**config.mk**
```make
export PLATFORM = sky130hd
export DESIGN_NAME = fpstk_state
export DESIGN_NICKNAME = d
export VERILOG_FILES = /design/src/rtl/fpstk_pkg.sv /design/src/rtl/fpstk_slotmap.sv /design/src/rtl/fpstk_tagword.sv /design/src/rtl/fpstk_swbuild.sv /design/src/rtl/fpstk_state.sv
export SDC_FILE = /design/constraint.sdc
export NUM_CORES = 2
export LEC_CHECK = 0
export ABC_AREA = 0
export BUFFER_PORTS_ARGS = -buffer_cell sky130_fd_sc_hd__buf_2
export CAP_MARGIN = 20
export CORE_UTILIZATION = 28
export CTS_CLUSTER_SIZE = 28
export DETAILED_ROUTE_END_ITERATION = 6
export SKIP_LAST_GASP = 1
export SYNTH_ARGS = -nofsm -noshare
export SYNTH_HDL_FRONTEND = slang
export SYNTH_HIERARCHICAL = 1
export SYNTH_SLANG_ARGS = --single-unit
```
**constraint.sdc**
```tcl
create_clock -name clk -period 4.1 [get_ports clk]
set_input_delay 0.41 -clock clk [delete_from_list [all_inputs] [get_ports clk]]
set_output_delay 0.41 -clock clk [all_outputs]
set_load 0.005 [all_outputs]
```
**src/rtl/fpstk_pkg.sv**
```systemverilog
`timescale 1ns/1ps
package fpstk_pkg;

    typedef enum logic [3:0] {
        OP_NOP   = 4'd0,
        OP_PUSH  = 4'd1,
        OP_POP   = 4'd2,
        OP_XCHG  = 4'd3,
        OP_FREE  = 4'd4,
        OP_STORE = 4'd5,
        OP_STPOP = 4'd6,
        OP_LDCW  = 4'd7,
        OP_LDTAG = 4'd8,
        OP_SETCC = 4'd9,
        OP_INIT  = 4'd10
    } stk_op_e;

    localparam logic [1:0] TAG_VALID = 2'b00;
    localparam logic [1:0] TAG_EMPTY = 2'b11;

    // status word bit positions
    localparam int SW_IE      = 0;
    localparam int SW_SF      = 6;
    localparam int SW_C0      = 8;
    localparam int SW_C1      = 9;
    localparam int SW_C2      = 10;
    localparam int SW_TOP_LSB = 11;
    localparam int SW_C3      = 14;

    localparam logic [15:0] CW_INIT = 16'h037F;

endpackage

```
**src/rtl/fpstk_slotmap.sv**
```systemverilog
`timescale 1ns/1ps
// Logical-to-physical slot translation relative to the top pointer.
module fpstk_slotmap #(
    parameter int PTR_W = 3
) (
    input  logic [PTR_W-1:0] top_i,
    input  logic [PTR_W-1:0] idx_i,
    output logic [PTR_W-1:0] phys_o
);
    // power-of-two slot count: modulo is plain wrap of the adder
    assign phys_o = top_i + idx_i;
endmodule

```
**src/rtl/fpstk_tagword.sv**
```systemverilog
`timescale 1ns/1ps
// Packs per-slot tags into one word and unpacks a word into tags.
module fpstk_tagword #(
    parameter int NREG = 8
) (
    input  logic [NREG-1:0][1:0] tags_i,
    output logic [2*NREG-1:0]    word_o,
    input  logic [2*NREG-1:0]    word_i,
    output logic [NREG-1:0][1:0] tags_o
);
    for (genvar n = 0; n < NREG; n++) begin : g_slot
        assign word_o[2*n +: 2] = tags_i[n];
        assign tags_o[n]        = word_i[2*n +: 2];
    end
endmodule

```
**src/rtl/fpstk_swbuild.sv**
```systemverilog
`timescale 1ns/1ps
// Builds the visible status word by inserting the live top pointer.
module fpstk_swbuild #(
    parameter int PTR_W = 3
) (
    input  logic [15:0]      sw_raw_i,
    input  logic [PTR_W-1:0] top_i,
    output logic [15:0]      sw_o
);
    import fpstk_pkg::*;

    always_comb begin
        sw_o = sw_raw_i;
        sw_o[SW_TOP_LSB +: PTR_W] = top_i;
    end
endmodule

```
**src/rtl/fpstk_state.sv**
```systemverilog
`timescale 1ns/1ps
module fpstk_state #(
    parameter int DATA_W = 64,
    parameter int NREG   = 8,
    localparam int PTR_W = $clog2(NREG),
    localparam int TAG_W = 2 * NREG
) (
    input  logic              clk,
    input  logic              rst_n,
    input  logic [3:0]        cmd_op,
    input  logic [PTR_W-1:0]  cmd_idx,
    input  logic [DATA_W-1:0] cmd_data,
    input  logic [15:0]       cmd_word,
    input  logic [PTR_W-1:0]  rd_idx,
    output logic [DATA_W-1:0] rd_data,
    output logic [1:0]        rd_tag,
    output logic [PTR_W-1:0]  top_ptr,
    output logic [15:0]       status_word,
    output logic [15:0]       control_word,
    output logic [TAG_W-1:0]  tag_word,
    output logic [1:0]        round_mode,
    output logic [5:0]        except_mask
);
    import fpstk_pkg::*;

    typedef struct packed {
        logic [PTR_W-1:0]             top;
        logic [NREG-1:0][1:0]         tags;
        logic [NREG-1:0][DATA_W-1:0]  regs;
        logic [15:0]                  cw;
        logic [15:0]                  sw;
    } state_t;

    state_t st_q, st_d;

    logic [PTR_W-1:0]     sel_phys;
    logic [PTR_W-1:0]     rd_phys;
    logic [PTR_W-1:0]     below_phys;
    logic [NREG-1:0][1:0] tags_loaded;

    fpstk_slotmap #(.PTR_W(PTR_W)) u_map_cmd (
        .top_i(st_q.top), .idx_i(cmd_idx), .phys_o(sel_phys));

    fpstk_slotmap #(.PTR_W(PTR_W)) u_map_rd (
        .top_i(st_q.top), .idx_i(rd_idx), .phys_o(rd_phys));

    // logical index NREG-1 is the slot just below the top: push target
    fpstk_slotmap #(.PTR_W(PTR_W)) u_map_below (
        .top_i(st_q.top), .idx_i({PTR_W{1'b1}}), .phys_o(below_phys));

    fpstk_tagword #(.NREG(NREG)) u_tagword (
        .tags_i(st_q.tags), .word_o(tag_word),
        .word_i(cmd_word[TAG_W-1:0]), .tags_o(tags_loaded));

    fpstk_swbuild #(.PTR_W(PTR_W)) u_swbuild (
        .sw_raw_i(st_q.sw), .top_i(st_q.top), .sw_o(status_word));

    always_comb begin
        st_d = st_q;
        case (cmd_op)
            OP_PUSH: begin
                if (st_q.tags[below_phys] != TAG_EMPTY) begin
                    st_d.sw[SW_SF] = 1'b1;
                    st_d.sw[SW_IE] = 1'b1;
                    st_d.sw[SW_C1] = 1'b1;
                end
                st_d.regs[below_phys] = cmd_data;
                st_d.tags[below_phys] = TAG_VALID;
                st_d.top              = below_phys;
            end
            OP_POP: begin
                if (st_q.tags[st_q.top] == TAG_EMPTY) begin
                    st_d.sw[SW_SF] = 1'b1;
                    st_d.sw[SW_IE] = 1'b1;
                    st_d.sw[SW_C1] = 1'b0;
                end
                st_d.tags[st_q.top] = TAG_EMPTY;
                st_d.top            = st_q.top + 1'b1;
            end
            OP_XCHG: begin
                st_d.regs[st_q.top] = st_q.regs[sel_phys];
                st_d.tags[st_q.top] = st_q.tags[sel_phys];
                st_d.regs[sel_phys] = st_q.regs[st_q.top];
                st_d.tags[sel_phys] = st_q.tags[st_q.top];
            end
            OP_FREE: begin
                st_d.tags[sel_phys] = TAG_EMPTY;
            end
            OP_STORE, OP_STPOP: begin
                st_d.regs[sel_phys] = st_q.regs[st_q.top];
                st_d.tags[sel_phys] = st_q.tags[st_q.top];
                if (cmd_op == OP_STPOP) begin
                    if (st_q.tags[st_q.top] == TAG_EMPTY) begin
                        st_d.sw[SW_SF] = 1'b1;
                        st_d.sw[SW_IE] = 1'b1;
                        st_d.sw[SW_C1] = 1'b0;
                    end
                    st_d.tags[st_q.top] = TAG_EMPTY;
                    st_d.top            = st_q.top + 1'b1;
                end
            end
            OP_LDCW: begin
                st_d.cw = cmd_word;
            end
            OP_LDTAG: begin
                st_d.tags = tags_loaded;
            end
            OP_SETCC: begin
                st_d.sw[SW_C0] = cmd_word[0];
                st_d.sw[SW_C1] = cmd_word[1];
                st_d.sw[SW_C2] = cmd_word[2];
                st_d.sw[SW_C3] = cmd_word[3];
            end
            OP_INIT: begin
                st_d.top  = '0;
                st_d.tags = {NREG{TAG_EMPTY}};
                st_d.sw   = '0;
                st_d.cw   = CW_INIT;
            end
            default: ;
        endcase
    end

    always_ff @(posedge clk or negedge rst_n) begin
        if (!rst_n) begin
            st_q.top  <= '0;
            st_q.tags <= {NREG{TAG_EMPTY}};
            st_q.regs <= '0;
            st_q.cw   <= CW_INIT;
            st_q.sw   <= '0;
        end else begin
            st_q <= st_d;
        end
    end

    assign rd_data      = st_q.regs[rd_phys];
    assign rd_tag       = st_q.tags[rd_phys];
    assign top_ptr      = st_q.top;
    assign control_word = st_q.cw;
    assign round_mode   = st_q.cw[11:10];
    assign except_mask  = st_q.cw[5:0];

    // push moves the pointer down by one, wrapping
    assert_push_top_R3: assert property (@(posedge clk) disable iff (!rst_n)
        cmd_op == OP_PUSH |=> top_ptr == PTR_W'($past(top_ptr) - 1'b1));

    // the slot written by a push is tagged valid
    assert_push_valid_R3: assert property (@(posedge clk) disable iff (!rst_n)
        cmd_op == OP_PUSH |=> rd_idx != '0 || rd_tag == TAG_VALID);

    // pop moves the pointer up by one, wrapping
    assert_pop_top_R4: assert property (@(posedge clk) disable iff (!rst_n)
        (cmd_op == OP_POP || cmd_op == OP_STPOP)
        |=> top_ptr == PTR_W'($past(top_ptr) + 1'b1));

    // push onto an occupied slot raises fault with C1 set
    assert_overflow_R5: assert property (@(posedge clk) disable iff (!rst_n)
        (cmd_op == OP_PUSH && st_q.tags[below_phys] != TAG_EMPTY)
        |=> status_word[SW_SF] && status_word[SW_IE] && status_word[SW_C1]);

    // pop of an empty slot raises fault with C1 cleared
    assert_underflow_R6: assert property (@(posedge clk) disable iff (!rst_n)
        (cmd_op == OP_POP && st_q.tags[st_q.top] == TAG_EMPTY)
        |=> status_word[SW_SF] && status_word[SW_IE] && !status_word[SW_C1]);

    // free never moves the pointer
    assert_free_top_R10: assert property (@(posedge clk) disable iff (!rst_n)
        cmd_op == OP_FREE |=> $stable(top_ptr));

    // initialise restores control and tag words
    assert_init_words_R1: assert property (@(posedge clk) disable iff (!rst_n)
        cmd_op == OP_INIT |=> control_word == CW_INIT && tag_word == '1
                              && top_ptr == '0);
endmodule

```
# Word-level counts from Yosys, hierarchy flattened
# Cells that the tools add are included.
op_classes:
  add_sub_neg: 4
  order_cmp: 7
  eq_ne: 14
  mux: 51
  bitwise: 5
  n_reduce_logical: 13
op_table:
  columns: ["operator", "count"]
  rows:
  - ["bitwise mux 512 bit", 4]
  - ["one-hot mux 512 bit (3 select lines)", 1]
  - ["binary-select mux 64 bit (select 3 bit)", 3]
  - ["demux 64 bit (select 3 bit)", 3]
  - ["2-to-1 mux 64 bit", 6]
  - ["one-hot mux 16 bit (7 select lines)", 1]
  - ["bitwise mux 16 bit", 3]
  - ["OR 16 bit", 3]
  - ["one-hot mux 16 bit (2 select lines)", 1]
  - ["binary-select mux 2 bit (select 3 bit)", 4]
  - ["2-to-1 mux 19 bit", 1]
  - ["demux 2 bit (select 3 bit)", 3]
  - ["AND 16 bit", 1]
  - ["equality test 4 x 3 -> 1 bit, second input constant", 4]
  - ["< comparator 3 x 4 -> 1 bit, second input constant", 4]
  - ["inverter 16 bit", 1]
  - ["2-to-1 mux 2 bit", 7]
  - ["equality test 4 bit, second input constant", 3]
  - ["one-hot mux 3 bit (4 select lines)", 1]
  - [">= comparator 3 x 1 -> 1 bit, second input constant", 3]
  - ["equality test 4 x 2 -> 1 bit, second input constant", 2]
  - ["one-hot mux 1 bit (4 select lines)", 2]
  - ["2-to-1 mux 1 bit", 7]
  - ["nonzero test 7 bit", 1]
  - ["16 further kinds", 25]
word_totals:
  ff_bits: 553
  in_bits: 92
  out_inout_bits: 125
  wordCells: 115

# Depth between registers and ports, before layout
logic_depth:
  depth_word: 9
  depth_mapped: 13
  depth_no_buf: 8

# Cells and area by module
# The synthesis kept the hierarchy.
by_module_without_submodules:
  columns: ["module", "n_inst", "cells_each", "area_per_inst_um2"]
  rows:
  - ["fpstk_state", 1, 4933, 46836.2]
  - ["fpstk_tagword", 1, 32, 240.2]
  - ["fpstk_slotmap", 3, 3, 56.3]
  - ["fpstk_swbuild", 1, 16, 120.1]

# Least setup slack after synthesis
# OpenSTA, ideal clock, no wires.
synth_timing:
  path_kind: "flip-flop to flip-flop"
  from: "reg st_q, in the netlist top_ptr[0]"
  to: "reg (tool-made name)"
  setup_ps: 126
  arrival_time_ps: 2963
  required_time_ps: 3974
  path_slack_ps: 1011
  stages_incl_launch_ff: 11
  period_less_slack_ps: 3089
  cell_sequence: "dfrtp_1 > ha_1 > fa_1 > xor3_1 > buf_2 > buf_2 > mux4_2 > mux2_2 > a221oi_1 > a211oi_1 > a221o_1"
synth_rtl:
  columns: ["item", "line", "text"]
  rows:
  - ["start, declared", "fpstk_state.sv:34", "state_t st_q, st_d;"]
  - ["start signal, assigned", "fpstk_state.sv:132", "st_q <= st_d;"]

# Final worst setup path
layout_timing:
  from: "reg st_q, in the netlist top_ptr[0]"
  to: "out rd_data[15]"
layout_via:
  elab_chain_len: 3
layout_lines:
  columns: ["item", "line", "text"]
  rows:
  - ["adder 3 bit", "fpstk_slotmap.sv:11", "assign phys_o = top_i + idx_i;"]
  - ["named net rd_phys[1]", "fpstk_state.sv:37", "logic [PTR_W-1:0] rd_phys;"]
  - ["binary-select mux 64 bit (select 3 bit)", "fpstk_state.sv:136", "assign rd_data = st_q.regs[rd_phys];"]
  - ["2-to-1 mux 64 bit (implied by the code)", "fpstk_state.sv:136", null]
  - ["end, declared", "fpstk_state.sv:15", "output logic [DATA_W-1:0] rd_data,"]
# The timed path passes the listed nets, and every way through them passes these cells. The select of a mux whose other input is x is not followed.

==> impl_metrics.csv <==
group,metric,value,unit
run_status,result_of_the_run,"complete, but fails checks",
run_status,violations,"DRC, setup timing",
global_routing,antenna_found_initial,46,
sta,period_needed,4.101,ns
placed_design,post_dp_hpwl,158200,µm
detailed_routing,wire_per_inst,36.97,µm
yosys,synth.top_cell.area_share,0.2790,
power,seq_power_share,0.245,
yosys,post_synthesis_cell_area,0.04737,mm²
yosys,synth-seq-area-share,0.2928,
layout,num-nets-final,4988,
cts,cts.path.max_buffers,3,
sta,final_min_period_over_clock_period,1.000,
detailed_routing,postRouteAntennaNets,0,
setup_path,timing.critical_path.slowest_cell_delay,1.02,ns
power,combPwrFrac,0.613,
yosys,synth_largest_area_cell,"sky130_fd_sc_hd__dfrtp_1",
power,power_leakage,21.66,nW
layout,fin_cells,7177,
floorplan,die_height,413.3,µm
floorplan,die_width,413.3,µm
power,pwr-share-clk,0.142,
cts,cts_inserted_buffers,73,
setup_path,critPathRequiredTime,3.69,ns
sta,hold_viol_final,0,
sta,clock_skew,0.05121,ns
setup_path,critPathKind,"reg -> out",
setup_path,critical_path.startpoint_type,"register",
power,total_switching_power,24.43,mW
yosys,cell_with_the_most_instances_after_synthesis,"sky130_fd_sc_hd__dfrtp_1",
power,cell_internal_pwr,23.54,mW
detailed_routing,viasPerCell,7.421,
placed_design,dp_slack,0.4125,ns
cts,cts_sinks,553,
yosys,ys.warnings.count,6,
global_routing,gr-usage-all-layers,0.2995,
setup_path,crit_path_top_delay_cell,"sky130_fd_sc_hd__fa_4",
global_routing,first_global_vias,50060,
global_routing,grt_start_max_net_pins,109,
detailed_routing,route.detailed.drc,8,
detailed_routing,vias,53260,
sta,fin_worst_hold_slack,0.02440,ns
layout,drive_above_1_share,0.2471,
placed_design,gp_congestion,0.9776,
detailed_routing,postRouteWirelength,265400,µm
sta,slew_headroom,0.1870,
power,netSwitchingFraction,0.5093,
setup_path,worstPathMaxFanout,42,
setup_path,worst_ep_arrival_time,3.69,ns
yosys,syn_area_per_cell,9.492,µm²
yosys,synthesized_instance_count,4990,
layout,area_growth_syn_to_layout,14.34,%
job,drv_cap,0,
worst_hold_path,timing.hold.worst_path_depth,2,
floorplan,design.die.area,0.1708,mm²
sta,rsz0062_at_grt,"true",
yosys,ys_top_cells_by_area,"sky130_fd_sc_hd__dfrtp_1, sky130_fd_sc_hd__a221oi_1, sky130_fd_sc_hd__mux4_2, sky130_fd_sc_hd__mux2i_1, sky130_fd_sc_hd__mux2_2",
sta,report.final.setup_viol,1,
floorplan,ios,217,
cts,clkTransAtPathRegs,0.06,ns
worst_hold_path,timing.hold.worst.class,"in -> reg",
power,total_power,47.97,mW
detailed_routing,detailedRoute.firstIterationViolations,9923,
layout,n_fill_cell,17060,
sta,achievable-frequency,243.9,MHz
floorplan,design.core.area,0.1676,mm²
sta,setup_slack,-0.0006948,ns
placed_design,count_of_input_and_output_buffers,209,
yosys,async_flop_share,1.000,
global_routing,grt_first_pass_wirelength,375800,µm
yosys,synth.distinct_cells,103,
placed_design,placed_cells_incl_taps,7005,
cts,root_buffer,"sky130_fd_sc_hd__clkbuf_16",
cts,htreeDepth,3,
yosys,synth_commonest_cells,"sky130_fd_sc_hd__dfrtp_1, sky130_fd_sc_hd__a221oi_1, sky130_fd_sc_hd__nand2_1, sky130_fd_sc_hd__clkbuf_1, sky130_fd_sc_hd__o21ai_0",
floorplan,starting_density_of_the_core,0.2826,
power,p_per_area,885.8,mW/mm²
cts,cts_tree,"built",
setup_path,cp_cell_instances,"ha_4 -> fa_4 -> buf_16 -> mux4_2 -> mux2_2 -> buf_2",
placed_design,placedInstanceArea,0.05155,mm²
power,power.ir.vdd_worst,0.5685,mV
setup_path,worst-r2r-cell-count,8,
global_routing,globalRoute.totalOverflow,0,
yosys,postSynthRegisterBits,553,
setup_path,ff2ff_setup_slack,0.34,ns
cts,worstSkewPairLatency,0.72,ns
floorplan,row_count,150,
sta,drv_slew,0,
yosys,most_common_flop_cell_mapped_by_yosys,"sky130_fd_sc_hd__dfrtp_1",
layout,postLayoutCellArea,0.05416,mm²
sta,timing_worst_slew_pin_value,1.214,ns
yosys,synth-edff-count,0,
setup_path,end_kind,"primary output",
detailed_routing,drt_pre_antenna_iters,7,
[final timing paths]
| path | endpoint | from |
|---|---|---|
| min in group asynchronous | st_q[6] | rst_n |
| max in group asynchronous | async pin | rst_n |
| hold / removal | control_word[1] | cmd_word[1] |
| hold reg to reg | st_q[0] | st_q[0] |
| setup / recovery | rd_data[15] | top_ptr[0] |
| setup reg to reg | register | top_ptr[1] |
[final cells by class]
class                   count  area [µm²]  share of cell area
diodes                     27       67.56            0.001248
clock buffers             109        2165             0.03997
clock inverters            23       241.5            0.004459
inverters                   7       26.28           0.0004852
multi-input cells        3711       30400              0.5614
flip-flops and latches    553       13880              0.2563
well taps                2204        2758             0.05092
repair buffers            543        4616             0.08523
[worst max-delay path: cells and delay by family (launching register included)]
| kind | cells | cell delay (ns) |
|---|---|---|
| multiplexers | 2 | 0.74 |
| adder cells (fa/ha/maj) | 2 | 1.20 |
| flip-flops | 1 | 0.52 |
| buffers and inverters | 2 | 0.49 |
[layer usage]
layer,share of wire,global-route usage
met5,0.00092,0.001979
met4,0.082,0.2162
met3,0.16,0.1201
met2,0.40,0.4125
met1,0.35,0.3749
[what timing repair did]
| item | in CTS | in global routing |
|---|---|---|
| endpoints found under the setup margin | 0 | 3 |
| resized for setup | 0 | 1 |
| endpoints found under the hold margin | 88 | 0 |
| setup buffers | 0 | 1 |
| hold buffers | 11 | 0 |
[power groups by stage]
stage               Sequential, mW  Clock (mW)  Combinational, mW
detailed placement            11.5           0               28.2
floorplan                     10.1           0               18.1
finish                        11.8        6.80               29.4
CTS                           11.4        6.78               28.2
global route                  11.9        6.96               30.4
global placement              11.3           0               27.7
[per-stage QoR]
stage | setup TNS (ns) | utilization
finish | -0.0006948 | 0.3231
floorplan | 0 | -
detailed placement | 0 | 0.3076
CTS | 0 | 0.3226
global placement | 0 | 0.3074
global route | -0.008818 | 0.3229
[cell families (layout without fill, tap and decap cells)]
| group | after synthesis | in the layout | share of synthesized area |
|---|---|---|---|
| compound gates | 2171 | 2171 | 0.3431 |
| simple gates | 872 | 872 | 0.08649 |
| buf+inv | 734 | 682 | 0.07515 |
| mux | 644 | 644 | 0.1976 |
| flops | 553 | 553 | 0.2928 |
| fa+ha+maj | 7 | 7 | 0.002325 |
| xor+xnor | 7 | 7 | 0.002404 |
| other cells | 2 | 37 | 0.0001586 |
[placed cells by master, fill, tap and decap left out, drive strengths merged, types with 10 or more instances in the layout]
cell / instances
dlygate4sd3: 11
dfrtp: 528
nor2: 226
and3b: 12
o21ai: 352
a221oi: 546
a311oi: 32
dfstp: 25
a22oi: 259
a211oi: 33
conb: 10
mux2i: 236
mux2: 202
nand2b: 15
diode: 27
nand3: 48
a31oi: 16
a22o: 71
a211o: 21
o2bb2ai: 19
and3: 82
o22ai: 88
a31o: 28
o31ai: 75
buf: 532
a21oi: 266
and2: 22
nor2b: 23
nand2: 349
o221ai: 14
o22a: 18
nor3: 37
clkinv: 18
a21o: 85
a21boi: 13
mux4: 206
clkbuf: 109
a221o: 127
o211ai: 40
No activity file was read; power rests on OpenSTA's default activity.
